File: config.mk
export PLATFORM = sky130hd
export DESIGN_NAME = dual_frame_adder
export DESIGN_NICKNAME = d
export VERILOG_FILES = /design/src/rtl/dfa_pkg.sv /design/src/rtl/dfa_lane_adder.sv /design/src/rtl/dfa_frame_seq.sv /design/src/rtl/dfa_out_reg.sv /design/src/rtl/dual_frame_adder.sv
export SDC_FILE = /design/constraint.sdc
export NUM_CORES = 1
export LEC_CHECK = 0
export BUFFER_PORTS_ARGS = -buffer_cell sky130_fd_sc_hd__clkbuf_2
export CAP_MARGIN = 20
export CORE_MARGIN = 1.5
export CORE_UTILIZATION = 60
export DETAILED_ROUTE_END_ITERATION = 6
export MAX_ROUTING_LAYER = met4
export PLACE_DENSITY = 0.83
export SLEW_MARGIN = 20
export SYNTH_ARGS = -nofsm -noshare
export SYNTH_HDL_FRONTEND = slang
export SYNTH_SLANG_ARGS = --single-unit
export TNS_END_PERCENT = 20
File: constraint.sdc
create_clock -name clk -period 5.2 [get_ports clk]
set_input_delay 1.04 -clock clk [delete_from_list [all_inputs] [get_ports clk]]
set_output_delay 1.04 -clock clk [all_outputs]
set_load 0.005 [all_outputs]
File: src/rtl/dfa_pkg.sv
package dfa_pkg;

    typedef enum logic {
        PH_LEN  = 1'b0,
        PH_BODY = 1'b1
    } phase_t;

    typedef struct packed {
        phase_t      phase;
        logic [63:0] left;
        logic        mismatch;
    } seq_state_t;

    typedef struct packed {
        logic        full;
        logic [63:0] word;
    } out_state_t;

endpackage

File: src/rtl/dfa_lane_adder.sv
module dfa_lane_adder #(
    parameter int DATA_W = 64,
    parameter bit PACKED = 1'b1
) (
    input  logic [DATA_W-1:0] op_a,
    input  logic [DATA_W-1:0] op_b,
    output logic [DATA_W-1:0] sum
);
    localparam int LANE_W    = PACKED ? DATA_W / 2 : DATA_W;
    localparam int NUM_LANES = DATA_W / LANE_W;

    // Each lane has its own adder, so no carry crosses a lane boundary.
    for (genvar i = 0; i < NUM_LANES; i++) begin : g_lane
        assign sum[i*LANE_W +: LANE_W] = op_a[i*LANE_W +: LANE_W] + op_b[i*LANE_W +: LANE_W];
    end

endmodule

File: src/rtl/dfa_frame_seq.sv
module dfa_frame_seq
    import dfa_pkg::*;
#(
    parameter int DATA_W = 64
) (
    input  logic              clk,
    input  logic              rst_n,
    input  logic              take,
    input  logic [DATA_W-1:0] len_a,
    input  logic [DATA_W-1:0] len_b,
    output logic              at_len,
    output logic              mismatch
);
    seq_state_t st_d, st_q;

    always_comb begin
        st_d = st_q;
        if (take) begin
            if (st_q.phase == PH_LEN) begin
                st_d.left = 64'(len_a);
                if (len_a != len_b) begin
                    st_d.mismatch = 1'b1;
                end
                if (len_a != '0) begin
                    st_d.phase = PH_BODY;
                end
            end else begin
                st_d.left = st_q.left - 64'd1;
                if (st_q.left == 64'd1) begin
                    st_d.phase = PH_LEN;
                end
            end
        end
    end

    always_ff @(posedge clk or negedge rst_n) begin
        if (!rst_n) begin
            st_q <= '{phase: PH_LEN, left: '0, mismatch: 1'b0};
        end else begin
            st_q <= st_d;
        end
    end

    assign at_len   = (st_q.phase == PH_LEN);
    assign mismatch = st_q.mismatch;

    AST_FLAG_STICKY: assert property (@(posedge clk) disable iff (!rst_n)
        mismatch |=> mismatch);
    AST_ZERO_LEN_REARM: assert property (@(posedge clk) disable iff (!rst_n)
        (take && at_len && len_a == '0) |=> at_len);
    AST_LAST_WORD_REARM: assert property (@(posedge clk) disable iff (!rst_n)
        (take && !at_len && st_q.left == 64'd1) |=> at_len);
    AST_BODY_AFTER_LEN: assert property (@(posedge clk) disable iff (!rst_n)
        (take && at_len && len_a != '0) |=> !at_len);

endmodule

File: src/rtl/dfa_out_reg.sv
module dfa_out_reg
    import dfa_pkg::*;
#(
    parameter int DATA_W = 64
) (
    input  logic              clk,
    input  logic              rst_n,
    input  logic              load,
    input  logic [DATA_W-1:0] din,
    input  logic              drain,
    output logic              slot_free,
    output logic              full,
    output logic [DATA_W-1:0] dout
);
    out_state_t or_d, or_q;

    always_comb begin
        or_d = or_q;
        if (load) begin
            or_d.full = 1'b1;
            or_d.word = 64'(din);
        end else if (drain) begin
            or_d.full = 1'b0;
        end
    end

    always_ff @(posedge clk or negedge rst_n) begin
        if (!rst_n) begin
            or_q <= '{full: 1'b0, word: '0};
        end else begin
            or_q <= or_d;
        end
    end

    assign full      = or_q.full;
    assign dout      = or_q.word[DATA_W-1:0];
    assign slot_free = !or_q.full || drain;

    AST_HOLD_UNDER_STALL: assert property (@(posedge clk) disable iff (!rst_n)
        (full && !drain) |=> (full && $stable(dout)));
    AST_LOAD_FILLS: assert property (@(posedge clk) disable iff (!rst_n)
        load |=> full);

endmodule

File: src/rtl/dual_frame_adder.sv
module dual_frame_adder #(
    parameter int DATA_W       = 64,
    parameter bit PACKED_LANES = 1'b1
) (
    input  logic              clk,
    input  logic              rst_n,
    input  logic [DATA_W-1:0] a_data,
    input  logic              a_valid,
    output logic              a_ready,
    input  logic [DATA_W-1:0] b_data,
    input  logic              b_valid,
    output logic              b_ready,
    output logic [DATA_W-1:0] y_data,
    output logic              y_valid,
    input  logic              y_ready,
    output logic              len_mismatch
);
    localparam int LANE_W = PACKED_LANES ? DATA_W / 2 : DATA_W;

    logic              take;
    logic              slot_free;
    logic              at_len;
    logic [DATA_W-1:0] lane_sum;
    logic [DATA_W-1:0] next_word;

    // Both inputs move together, and only when the output register has room.
    assign take    = a_valid && b_valid && slot_free;
    assign a_ready = take;
    assign b_ready = take;

    dfa_lane_adder #(
        .DATA_W (DATA_W),
        .PACKED (PACKED_LANES)
    ) u_add (
        .op_a (a_data),
        .op_b (b_data),
        .sum  (lane_sum)
    );

    dfa_frame_seq #(
        .DATA_W (DATA_W)
    ) u_seq (
        .clk      (clk),
        .rst_n    (rst_n),
        .take     (take),
        .len_a    (a_data),
        .len_b    (b_data),
        .at_len   (at_len),
        .mismatch (len_mismatch)
    );

    assign next_word = at_len ? a_data : lane_sum;

    dfa_out_reg #(
        .DATA_W (DATA_W)
    ) u_out (
        .clk       (clk),
        .rst_n     (rst_n),
        .load      (take),
        .din       (next_word),
        .drain     (y_ready),
        .slot_free (slot_free),
        .full      (y_valid),
        .dout      (y_data)
    );

    AST_JOIN_NEEDS_BOTH: assert property (@(posedge clk) disable iff (!rst_n)
        a_ready |-> (a_valid && b_valid));
    AST_JOIN_NO_OVERRUN: assert property (@(posedge clk) disable iff (!rst_n)
        (y_valid && !y_ready) |-> !a_ready);
    AST_LEN_FORWARDED: assert property (@(posedge clk) disable iff (!rst_n)
        (take && at_len) |=> (y_data == $past(a_data)));
    AST_LOW_LANE_SUM: assert property (@(posedge clk) disable iff (!rst_n)
        (take && !at_len) |=> (y_data[LANE_W-1:0] ==
            LANE_W'($past(a_data[LANE_W-1:0]) + $past(b_data[LANE_W-1:0]))));

endmodule

Word level (Yosys, flattened, before mapping):

Index checks and enable logic that the tools add are counted.

* output and inout bits: 68
* bits of input ports: 133
* register bits after elaboration: 131

* bitwise operators: 1
* equality and inequality tests: 2
* add/sub/neg operators: 3
* reduce and logical (&&, ||, !) cells: 7
* multiplexer cells: 6

Operators by type and width (number)
* $mux W65: 1
* $add A32 B32 Y32: 2
* $eq A64 B1 Y1 const B: 1
* $mux W64: 1
* $ne A64 B64 Y1: 1
* $reduce_bool A64 Y1: 1
* $sub A64 B1 Y64 const B: 1
* $mux W1: 4
* $reduce_and A3 Y1: 1
* $logic_and A1 B1 Y1: 2
* $reduce_bool A2 Y1: 1
* $logic_not A1 Y1: 1
* $logic_or A1 B1 Y1: 1
* $not A1 Y1: 1

Depth between registers and ports, before layout:

Gate-level depths: netlist of run 1.

* depth in word-level cells: 4
* depth in mapped cells: 13

Hierarchy:

From an unflattened synthesis of run 1, not the netlist that was laid out.

* cell total of the unflattened synthesis: 1280
* area, all modules: 12137.9 um^2

Modules (own cells, without submodules)
* dfa_frame_seq: area each 5193.7 um^2, seq. area each 1651.6 um^2, cells each 631, instances 1
* dfa_lane_adder: area each 3236.9 um^2, seq. area each 0.0 um^2, cells each 438, instances 1
* dfa_out_reg: area each 2616.3 um^2, seq. area each 1626.6 um^2, cells each 138, instances 1
* dual_frame_adder: area each 1091.0 um^2, seq. area each 0.0 um^2, cells each 73, instances 1

Least setup slack after synthesis of run 1:

OpenSTA, ideal clock, no wires.

* path type: input port to flip-flop
* from: input a_data[0]
* to: register u_out.or_q, in the netlist u_out.dout[24]
* stages on the path: 13
* buffers on the path: 0
* data required time: 5123 ps
* data arrival time: 3569 ps
* library setup time: 77 ps
* path slack: 1554 ps
* cells stage by stage: ha_1 -> fa_1 -> a21oi_1 -> o2bb2ai_1 -> o311ai_0 -> a21oi_1 -> o31a_1 -> o221ai_1 -> o21ai_0 -> a21oi_1 -> xnor2_1 -> mux2i_1 -> a21oi_1

* longest elaborated chain between the ends: 2

RTL lines
* start: declaration: RTL line dual_frame_adder.sv:7 `input logic [DATA_W-1:0] a_data,`
* $add A32 B32 Y32: RTL line dfa_lane_adder.sv:14 `assign sum[i*LANE_W +: LANE_W] = op_a[i*LANE_W +: LANE_W] + op_b[i*LANE_W +: LANE_W];`
* $mux W64: RTL line dual_frame_adder.sv:52 `assign next_word = at_len ? a_data : lane_sum;`
* end signal: assignment: RTL line dfa_out_reg.sv:29 `or_q <= '{full: 1'b0, word: '0};`
* end signal: assignment: RTL line dfa_out_reg.sv:31 `or_q <= or_d;`
* end: declaration: RTL line dfa_out_reg.sv:15 `out_state_t or_d, or_q;`

No other way between the ends.
A chain may end at the register's enable or synchronous reset.

Final worst setup path of run 1:

Ends and elaborated chain as after synthesis.

==> flow_summary.toml, run 1 <==
[layout]
final_cell_mix = "clkbuf_2 (199), a21oi_1 (150), o21ai_0 (142)"
multiInputGateArea_mm2 = 0.00669
final-seq-area_mm2 = 0.00328
fillers = 1395
finish.instance_area_mm2 = 0.0120
finalNetCount = 1638
drive_above_1_share_pct = 17.6
area_delta_synth_final_pct = 15.8
final_common_cell = "clkbuf_2"

[drt]
first_pass_iters = 5
vias = 10700
drc = 0
viasPerCell = 6.39
wirelength_mm = 31.0
dr.first_iter.drc_count = 1061
antenna_left = 0
wl_per_cell_um = 18.5

[timing]
setup_viol = 0
final_max_slew_viol_count = 0
finClkSkew_ns = 0.00791
setup_tns_ns = 0
slew_headroom_pct = 33.6
whs_ns = 0.475
min_period_ns = 4.19
timing_hold_violations_final = 0
worstMarginPinSlew_ns = 0.996
timing.final.crit_share_pct = 80.5
rsz0062_at_grt = "no"
fmax_ghz = 0.239

[critical_path]
crit_path_cell_trace = "clkbuf_2, ha_1, fa_1, a21oi_1, o2bb2ai_1, o311ai_0, a21oi_1, o31a_1, o221ai_1, o21ai_0, a21oi_1, xnor2_1, mux2i_1, a21oi_1"
worst_path_largest_cell_delay_ns = 0.79
path_delay_family = "compound AO/OA/AOI/OAI gates"
path_common_cell = "a21oi_1"
path_buf_inv = 1
worstPathArrival_ns = 4.53
rr_worst_depth = 11
endpoint_kind = "register"
setup.worst_path.end = "u_out.dout[24]"
critical_path_class = "in2reg"
crit_path_start_kind = "input pin"
worst-path-max-fanout = 4
critical_path_depth = 14
worstPathRequired_ns = 5.54
crit_slowest_cell = "o311ai_0"
worstReg2RegEnd = "u_seq.st_q[52]"
rr_startpoint = "u_seq.st_q[8]"
startpoint = "a_data[0]"
reg2reg_setup_slack_ns = 1.54

[grt]
grt_pass1_wl_mm = 50.0
grt_use_total_pct = 35.6
grt_overflow = 0
grt_start_max_net_pins = 97
first_global_vias = 10000
antenna_found_initial = 1

[job]
cap_violations = 0

[cts]
post_cts_buffers = 0
cts_tree = "yes"
max-clock-path-buffers = 2
ctsHoldBuffers = 0
clock_latency_ns = 0.42
cts_buffers = 17
clk_pin_slew_ns = 0.06
cts_sinks = 131
cts_resized = 0
cts_max_level = 4
root_buffer = "clkbuf_16"

[synthesis]
synth_edf_count = 0
avgSynthCellArea_um2 = 8.00
syn_area_mm2 = 0.0103
yosys_warnings = 0
synth_seq_cells = 131
synth_cells = 1292
synth_nets = 1491
ys_seq_area_share_pct = 31.7
synth-async-reset-ratio_pct = 100
ys_types = 74
synthFlopType = "dfrtp_1"

[floorplanning]
num_rows = 47
num_io_pins = 201
core_mm2 = 0.0167
initial_core_util_pct = 61.9
die_h_um = 134
fp.dieW_um = 134
dieArea_mm2 = 0.0180

[placement]
gp_congestion = 0.912
numPortBuffers = 200
hpwlAfterDp_mm = 22.3
placed_area_mm2 = 0.0114

[worst_hold_path]
min_path_type = "reg2reg"

[power]
ir_drop_v = 0.000256
cellLeakagePower_nw = 5.59
pwr_density_cell_mw_per_mm2 = 363

[run_status]
status = "finished, final reports clean"
==> registers in the layout, indices dropped and copies added, names as in the netlist <==
register and count:
u_seq.st_q 65, u_out.dout 64, u_out.full 1, u_seq.mismatch 1
==> synth_stat cells (2+ instances only) <==
cell type | instances | share of area, %
and3_1 | 13 | 0.79
a31oi_1 | 19 | 1.2
o41ai_1 | 2 | 0.17
buf_1 | 7 | 0.25
o21ai_0 | 142 | 6.9
a22oi_1 | 5 | 0.36
nor3_1 | 23 | 1.1
ha_1 | 64 | 7.7
o22a_1 | 2 | 0.17
xor2_1 | 14 | 1.2
o22ai_1 | 32 | 1.9
fa_1 | 2 | 0.39
nor4_1 | 41 | 2.5
or2_2 | 2 | 0.12
a41oi_1 | 4 | 0.34
a21oi_1 | 150 | 7.3
and2_1 | 5 | 0.30
dfrtp_1 | 131 | 32
nor2_4 | 2 | 0.22
nor3b_1 | 3 | 0.22
or3_1 | 8 | 0.48
a41o_1 | 3 | 0.29
nand2_1 | 124 | 4.5
nor2b_1 | 23 | 1.4
mux2i_1 | 41 | 4.0
a211oi_1 | 7 | 0.51
nand4_1 | 24 | 1.5
clkbuf_1 | 71 | 2.6
a21bo_2 | 2 | 0.19
a21boi_0 | 7 | 0.51
inv_1 | 19 | 0.69
or4_1 | 5 | 0.36
o21bai_1 | 6 | 0.44
o221ai_1 | 2 | 0.17
o31ai_1 | 5 | 0.36
a2111oi_0 | 3 | 0.25
nand2b_1 | 15 | 0.91
nor2_1 | 83 | 3.0
nand3b_1 | 3 | 0.22
xnor2_1 | 40 | 3.4
nand3_1 | 45 | 2.2
o41a_1 | 2 | 0.22
a211o_1 | 5 | 0.42
o21a_1 | 11 | 0.80
a21o_1 | 46 | 3.3
==> worst reg2reg max path, cell delays in order, from the launching register on <==
cell,delay (ns)
dfrtp_1,0.46
nor4_4,0.37
or3b_1,0.48
or3_4,0.45
nor2_4,0.24
nand3_1,0.19
nor2_1,0.34
nand2_1,0.21
or4_1,0.46
nor2_1,0.12
o21ai_0,0.09
o21a_1,0.15
==> power breakdown <==
group	total (mW)	internal, mW	switching (mW)
sequential	1.69	1.35	0.338
clock	1.19	0.717	0.470
combinational	1.48	0.652	0.824
total	4.35	2.72	1.63
==> stage by stage <==
| step | setup WS (ns) | cells | power, mW | util [%] |
|---|---|---|---|---|
| 2_1_floorplan | 1.55 | 1292 | 2.61 | - |
| 3_3_place_gp | 0.832 | 1640 | 3.08 | 68.2 |
| 3_5_place_dp | 0.722 | 1640 | 3.14 | 68.2 |
| 4_1_cts | 1.13 | 1672 | 4.33 | 71.6 |
| 5_1_grt | 0.807 | 1673 | 4.62 | 71.7 |
| 6_report | 1.01 | 1673 | 4.35 | 71.7 |
==> logic make-up (layout without fill, tap and decap cells) <==
group / after synthesis / in the layout / synth area share, %
AO/OA/AOI/OAI: 468 / 468 / 26.9
XOR/XNOR: 54 / 54 / 4.58
adder cells (fa/ha/maj): 66 / 66 / 8.14
buffers and inverters: 100 / 260 / 3.68
flip-flops: 131 / 131 / 31.7
multiplexers: 41 / 41 / 3.97
other: 0 / 1 / 0
AND/OR/NAND/NOR: 432 / 432 / 21.0
==> area by class of cell <==
| type | count | area share (%) |
|---|---|---|
| antenna | 1 | 0.0209 |
| clock buffer | 23 | 4.16 |
| clock inverter | 9 | 0.648 |
| inverter | 20 | 0.627 |
| multi-input combinational | 1061 | 55.9 |
| sequential | 131 | 27.4 |
| tap | 220 | 2.30 |
| timing repair buffer | 208 | 8.92 |
==> metal layers <==
layer | vias up | wire [um] | track usage, %
li1 | 5109 | - | -
met4 | 0 | 731 | 11.5
met3 | 55 | 2560 | 7.29
met2 | 510 | 14100 | 53.8
met1 | 5009 | 13600 | 47.9
met5 | - | 0 | -
==> how the worst min path moves through the flow <==
stage / startpoint / endpoint / slack [ns] / depth (start not counted)
finish: u_out.dout[34] / u_out.dout[34] / 0.47 / 1
global placement: u_out.dout[23] / u_out.dout[23] / 0.46 / 1
floorplan: u_seq.mismatch / u_seq.mismatch / 0.45 / 1
global route: u_out.dout[45] / u_out.dout[45] / 0.50 / 2
CTS: u_out.dout[34] / u_out.dout[34] / 0.48 / 1
detailed placement: u_out.dout[34] / u_out.dout[34] / 0.47 / 1
Note: power is estimated with default switching activity, not from simulation.
==> run 2, diff against run 1 <==
--- a/config.mk
+++ b/config.mk
@@ -8,10 +8,10 @@
 export BUFFER_PORTS_ARGS = -buffer_cell sky130_fd_sc_hd__clkbuf_2
 export CAP_MARGIN = 20
 export CORE_MARGIN = 1.5
-export CORE_UTILIZATION = 60
+export CORE_UTILIZATION = 51
 export DETAILED_ROUTE_END_ITERATION = 6
 export MAX_ROUTING_LAYER = met4
-export PLACE_DENSITY = 0.83
+export PLACE_DENSITY = 0.75
 export SLEW_MARGIN = 20
 export SYNTH_ARGS = -nofsm -noshare
 export SYNTH_HDL_FRONTEND = slang
==> constraint.sdc (replaced) <==
create_clock -name clk -period 3.7 [get_ports clk]
set_input_delay 0.74 -clock clk [delete_from_list [all_inputs] [get_ports clk]]
set_output_delay 0.74 -clock clk [all_outputs]
set_load 0.005 [all_outputs]
==> run 2 against run 1 <==
  * Setup slack got worse by 0.68 ns
  * Clock power increased by 68%
  * Die area increased by 17%
  * Critical path depth unchanged
  * Largest cell class unchanged
  * Largest power group unchanged
==> flow_summary.toml, run 2 (synthesized netlist as in run 1, its figures left out) <==
[run_status]
status = "finished, final reports clean"

[critical_path]
worstPathArrival_ns = 3.71
worstPathRequired_ns = 4.04
endpoint_kind = "register"
crit_path_start_kind = "input pin"
worst-path-max-fanout = 4
critical_path_class = "in2reg"

[layout]
final_cell_mix = "clkbuf_2 (199), a21oi_1 (150), o21ai_0 (142)"
drive_above_1_share_pct = 19.7
area_delta_synth_final_pct = 20.4
top_register = "u_seq.st_q"
fillers = 1813
finalNetCount = 1675
finish.instance_area_mm2 = 0.0124
largest_register_ffs = 65
multiInputGateArea_mm2 = 0.00669
final-seq-area_mm2 = 0.00328
antenna_cells = 0
final_common_cell = "clkbuf_2"

[grt]
grt_use_total_pct = 31.1
grt_start_max_net_pins = 108
antenna_found_initial = 0
grt_overflow = 0
first_global_vias = 9950
grt_pass1_wl_mm = 51.5

[power]
p_sw_mw = 2.31
power_frac_seq_pct = 36.1
pwr_density_cell_mw_per_mm2 = 524
power.total_mw = 6.52
cellLeakagePower_nw = 5.84
ir_drop_v = 0.000360
p_sw_share_pct = 35.4
intPower_mw = 4.21
p_comb_share_pct = 33.1
clkPwrFrac_pct = 30.8

[placement]
gp_congestion = 0.950
placed_area_mm2 = 0.0117
hpwlAfterDp_mm = 23.8
numPortBuffers = 200

[cts]
clk_pin_slew_ns = 0.06
root_buffer = "clkbuf_16"
cts_buffers = 17
clock_latency_ns = 0.43
max-clock-path-buffers = 2
cts_max_level = 4
cts_sinks = 131
cts_tree = "yes"
ctsHoldBuffers = 0

[timing]
setup_viol = 0
fmax_ghz = 0.297
timing.final.crit_share_pct = 90.9
timing_hold_violations_final = 0
final_max_slew_viol_count = 0
slew_headroom_pct = 45.3
finClkSkew_ns = 0.00611
worstMarginPinSlew_ns = 0.813
rsz0062_at_grt = "no"
min_period_ns = 3.36

[drt]
viasPerCell = 6.14
dr.first_iter.drc_count = 995
first_pass_iters = 6
wl_per_cell_um = 18.3
vias = 10800
wirelength_mm = 32.1
antenna_left = 0
drc = 0

[floorplanning]
num_io_pins = 201
num_rows = 51
die_h_um = 145
core_mm2 = 0.0197
initial_core_util_pct = 52.6
dieArea_mm2 = 0.0211
fp.dieW_um = 145

[job]
cap_violations = 0

[worst_hold_path]
min_path_type = "in2async"
-- run 2: metal layers --
metal | GRT usage, % | up-vias | share of wire [%]
li1 | - | 5188 | -
met1 | 43.3 | 5066 | 46
met2 | 47.3 | 455 | 45
met3 | 4.14 | 54 | 6.7
met4 | 8.83 | 0 | 2.1
met5 | - | - | 0
-- run 2: worst paths after layout --
path | start | endpoint | slack [ns] | depth (start not counted)
min reg2reg | u_out.dout[23] | u_out.dout[23] | 0.48 | 1
max reg2reg | u_seq.st_q[8] | u_seq.st_q[48] | 0.37 | 11
max in group asynchronous | rst_n | u_seq.st_q[65] | 2.55 | 2
max | a_data[0] | u_out.dout[18] | 0.34 | 14
min in group clk | u_out.dout[23] | u_out.dout[23] | 0.48 | 1
min | rst_n | u_seq.st_q[16] | 0.38 | 1
-- run 2: worst max-delay path: stages --
cell and delay [ns]:
clkbuf_2 0.09, ha_1 0.23, fa_1 0.41, a21oi_1 0.26, o2bb2ai_1 0.19, o311ai_1 0.35, buf_4 0.18, a21oi_1 0.06
o31a_1 0.26, or2_2 0.30, a31oi_1 0.24, xnor2_1 0.16, mux2i_1 0.09, o21ai_0 0.15
-- run 2: final cells by class --
| type | instances | share of cell area, % |
|---|---|---|
| inverters | 20 | 0.604 |
| multi-input cells | 1061 | 53.8 |
| repair buffers | 245 | 11.0 |
| well taps | 265 | 2.67 |
| clock inverters | 9 | 1.59 |
| flip-flops and latches | 131 | 26.4 |
| clock buffers | 22 | 3.97 |
-- run 2: power by group through the flow --
stage	sequential, mW	clock [mW]	combinational, mW
floorplan	2.24	0	1.43
global placement	2.34	0	2.08
detailed placement	2.36	0	2.13
CTS	2.34	2.02	2.15
global route	2.42	2.09	2.41
finish	2.35	2.00	2.16
-- run 2: timing repair --
item,CTS,global route
endpoints found under the setup margin,0,2
setup buffers,0,0
resized for setup,0,1
-- run 2: metrics by stage --
stage	cells	util, %	setup TNS, ns	hold slack, ns	setup WS [ns]
floorplan	1292	-	0	0.444	0.354
global placement	1722	59.8	-0.0811	0.454	-0.0436
detailed placement	1722	59.8	-0.715	0.448	-0.162
CTS	1753	63.3	0	0.423	0.274
global route	1753	63.3	0	0.456	0.0438
finish	1753	63.3	0	0.381	0.337
==> run 3, diff against run 2 <==
--- a/config.mk
+++ b/config.mk
@@ -5,7 +5,7 @@
 export SDC_FILE = /design/constraint.sdc
 export NUM_CORES = 1
 export LEC_CHECK = 0
-export BUFFER_PORTS_ARGS = -buffer_cell sky130_fd_sc_hd__clkbuf_2
+export BUFFER_PORTS_ARGS = -buffer_cell sky130_fd_sc_hd__buf_2
 export CAP_MARGIN = 20
 export CORE_MARGIN = 1.5
 export CORE_UTILIZATION = 51
==> run 3 against run 2 <==
  * Count of clock-buffer cells in the layout is 1 higher
  * Sequential cell count stayed put
  * Clock power is 7% lower
  * Cell count stayed put
  * Sequential power hardly changed
  * Non-clock buffer count is 1 lower
  * Final area is 0.41% lower
  * Hold slack worse by 0.12 ns
  * Critical path type unchanged
==> flow_summary.toml, run 3 (synthesized netlist as in run 1, its figures left out) <==
[worst_hold_path]
min_path_type = "in2async"

[timing]
fmax_ghz = 0.299
finClkSkew_ns = 0.00690
rsz0062_at_grt = "no"
timing_hold_violations_final = 0
slew_headroom_pct = 47.5
final_max_slew_viol_count = 0
setup_viol = 0
worstMarginPinSlew_ns = 0.787
min_period_ns = 3.35
timing.final.crit_share_pct = 90.4

[power]
p_sw_mw = 2.30
intPower_mw = 4.08
p_sw_share_pct = 36.1
power_frac_seq_pct = 36.9
clkPwrFrac_pct = 29.3
ir_drop_v = 0.000333
power.total_mw = 6.38
p_comb_share_pct = 33.8
cellLeakagePower_nw = 5.79
pwr_density_cell_mw_per_mm2 = 515

[drt]
antenna_left = 0
wirelength_mm = 32.3
wl_per_cell_um = 18.4
dr.first_iter.drc_count = 1070
vias = 10700
drc = 0
first_pass_iters = 5
viasPerCell = 6.13

[cts]
cts_max_level = 4
cts_resized = 0
cts_sinks = 131
post_cts_buffers = 0
cts_tree = "yes"
max-clock-path-buffers = 2
cts_buffers = 17
clk_pin_slew_ns = 0.06
ctsHoldBuffers = 0
root_buffer = "clkbuf_16"
clock_latency_ns = 0.43

[floorplanning]
dieArea_mm2 = 0.0211
num_rows = 51
initial_core_util_pct = 52.6
fp.dieW_um = 145
core_mm2 = 0.0197
num_io_pins = 201
die_h_um = 145

[grt]
use_met2_pct = 46.1
grt_pass1_wl_mm = 52.3
first_global_vias = 10000
grt_use_total_pct = 31.5
grt_overflow = 0
grt_start_max_net_pins = 165
use_met3_pct = 6.30
busiest_layer = "met2"
use_met1_pct = 42.9
antenna_found_initial = 1

[critical_path]
worstPathRequired_ns = 3.98
path_buf_inv = 2
crit_path_cell_trace = "buf_2, ha_1, fa_1, a21oi_1, o2bb2ai_1, o311ai_1, buf_4, a21boi_0, o2111ai_1, a31oi_1, nand3_1, a31o_2, o21ai_0, xnor2_1, o21ai_0"
worst-path-max-fanout = 4
path_delay_family = "compound AO/OA/AOI/OAI gates"
crit_path_start_kind = "input pin"
critical_path_class = "in2reg"
rr_worst_depth = 11
crit_slowest_cell = "fa_1"
reg2reg_setup_slack_ns = 0.36
endpoint_kind = "register"
worstPathArrival_ns = 3.63
worst_path_largest_cell_delay_ns = 0.40
critical_path_depth = 15
path_common_cell = "o21ai_0"

[layout]
finish.instance_area_mm2 = 0.0124
final_cells = 1753
area_delta_synth_final_pct = 19.9
fillers = 1783
largest_register_ffs = 65
finalNetCount = 1674
top_register = "u_seq.st_q"
drive_above_1_share_pct = 19.6
final_cell_mix = "buf_2 (199), a21oi_1 (150), o21ai_0 (142)"
final_common_cell = "buf_2"

[placement]
numPortBuffers = 200
dp_cells = 1721
placed_area_mm2 = 0.0117
hpwlAfterDp_mm = 23.9
gp_congestion = 0.947

[job]
cap_violations = 0

[run_status]
status = "finished, final reports clean"
-- run 3: changes by cell type in the layout (fill, tap and decap cells not counted) --
cell	previous run	this run
clkbuf_2	199	0
clkinvlp_4	1	0
clkinv_4	0	2
diode_2	0	1
clkbuf_1	0	1
buf_2	0	199
buf_4	43	42
bufinv_16	6	4
-- run 3: power groups by stage --
stage / clock network [mW] / logic [mW] / registers [mW]
floorplan: 0 / 1.43 / 2.24
global placement: 0 / 2.08 / 2.33
global route: 1.96 / 2.42 / 2.43
finish: 1.87 / 2.15 / 2.35
detailed placement: 0 / 2.13 / 2.36
CTS: 1.89 / 2.14 / 2.34
-- run 3: layout make-up --
class | count | area (um2) | share of cell area (%)
Clock inverter | 8 | 148 | 1.19
Clock buffer | 23 | 498 | 4.02
Antenna cell | 1 | 2.50 | 0.0202
Timing Repair Buffer | 244 | 1360 | 11.0
Multi-Input combinational cell | 1061 | 6690 | 54.0
Tap cell | 265 | 332 | 2.68
Sequential cell | 131 | 3280 | 26.5
Inverter | 20 | 75.1 | 0.606
-- run 3: worst paths after layout --
path,to,startpoint
worst max-delay path,u_out.dout[30],a_data[0]
worst min-delay path,u_out.dout[14],rst_n
worst max register to register,u_seq.st_q[48],u_seq.st_q[8]
worst min register to register,u_seq.mismatch,u_seq.mismatch
max in group asynchronous,u_out.dout[40],rst_n
min in group clk,u_seq.mismatch,u_seq.mismatch
-- run 3: metal layers --
layer,vias up,wire (um)
li1,5167,-
met1,5055,14500
met5,-,0
met4,0,939
met3,63,2610
met2,462,14200
-- run 3: through the flow --
stage / util (%) / setup slack [ns] / hold WS (ns) / TNS [ns]
floorplan: - / 0.354 / 0.444 / 0
global placement: 59.7 / 0.0239 / 0.445 / 0
detailed placement: 59.7 / -0.0442 / 0.447 / -0.142
CTS: 63.0 / 0.337 / 0.277 / 0
global route: 63.0 / 0.0643 / 0.303 / 0
finish: 63.0 / 0.354 / 0.261 / 0
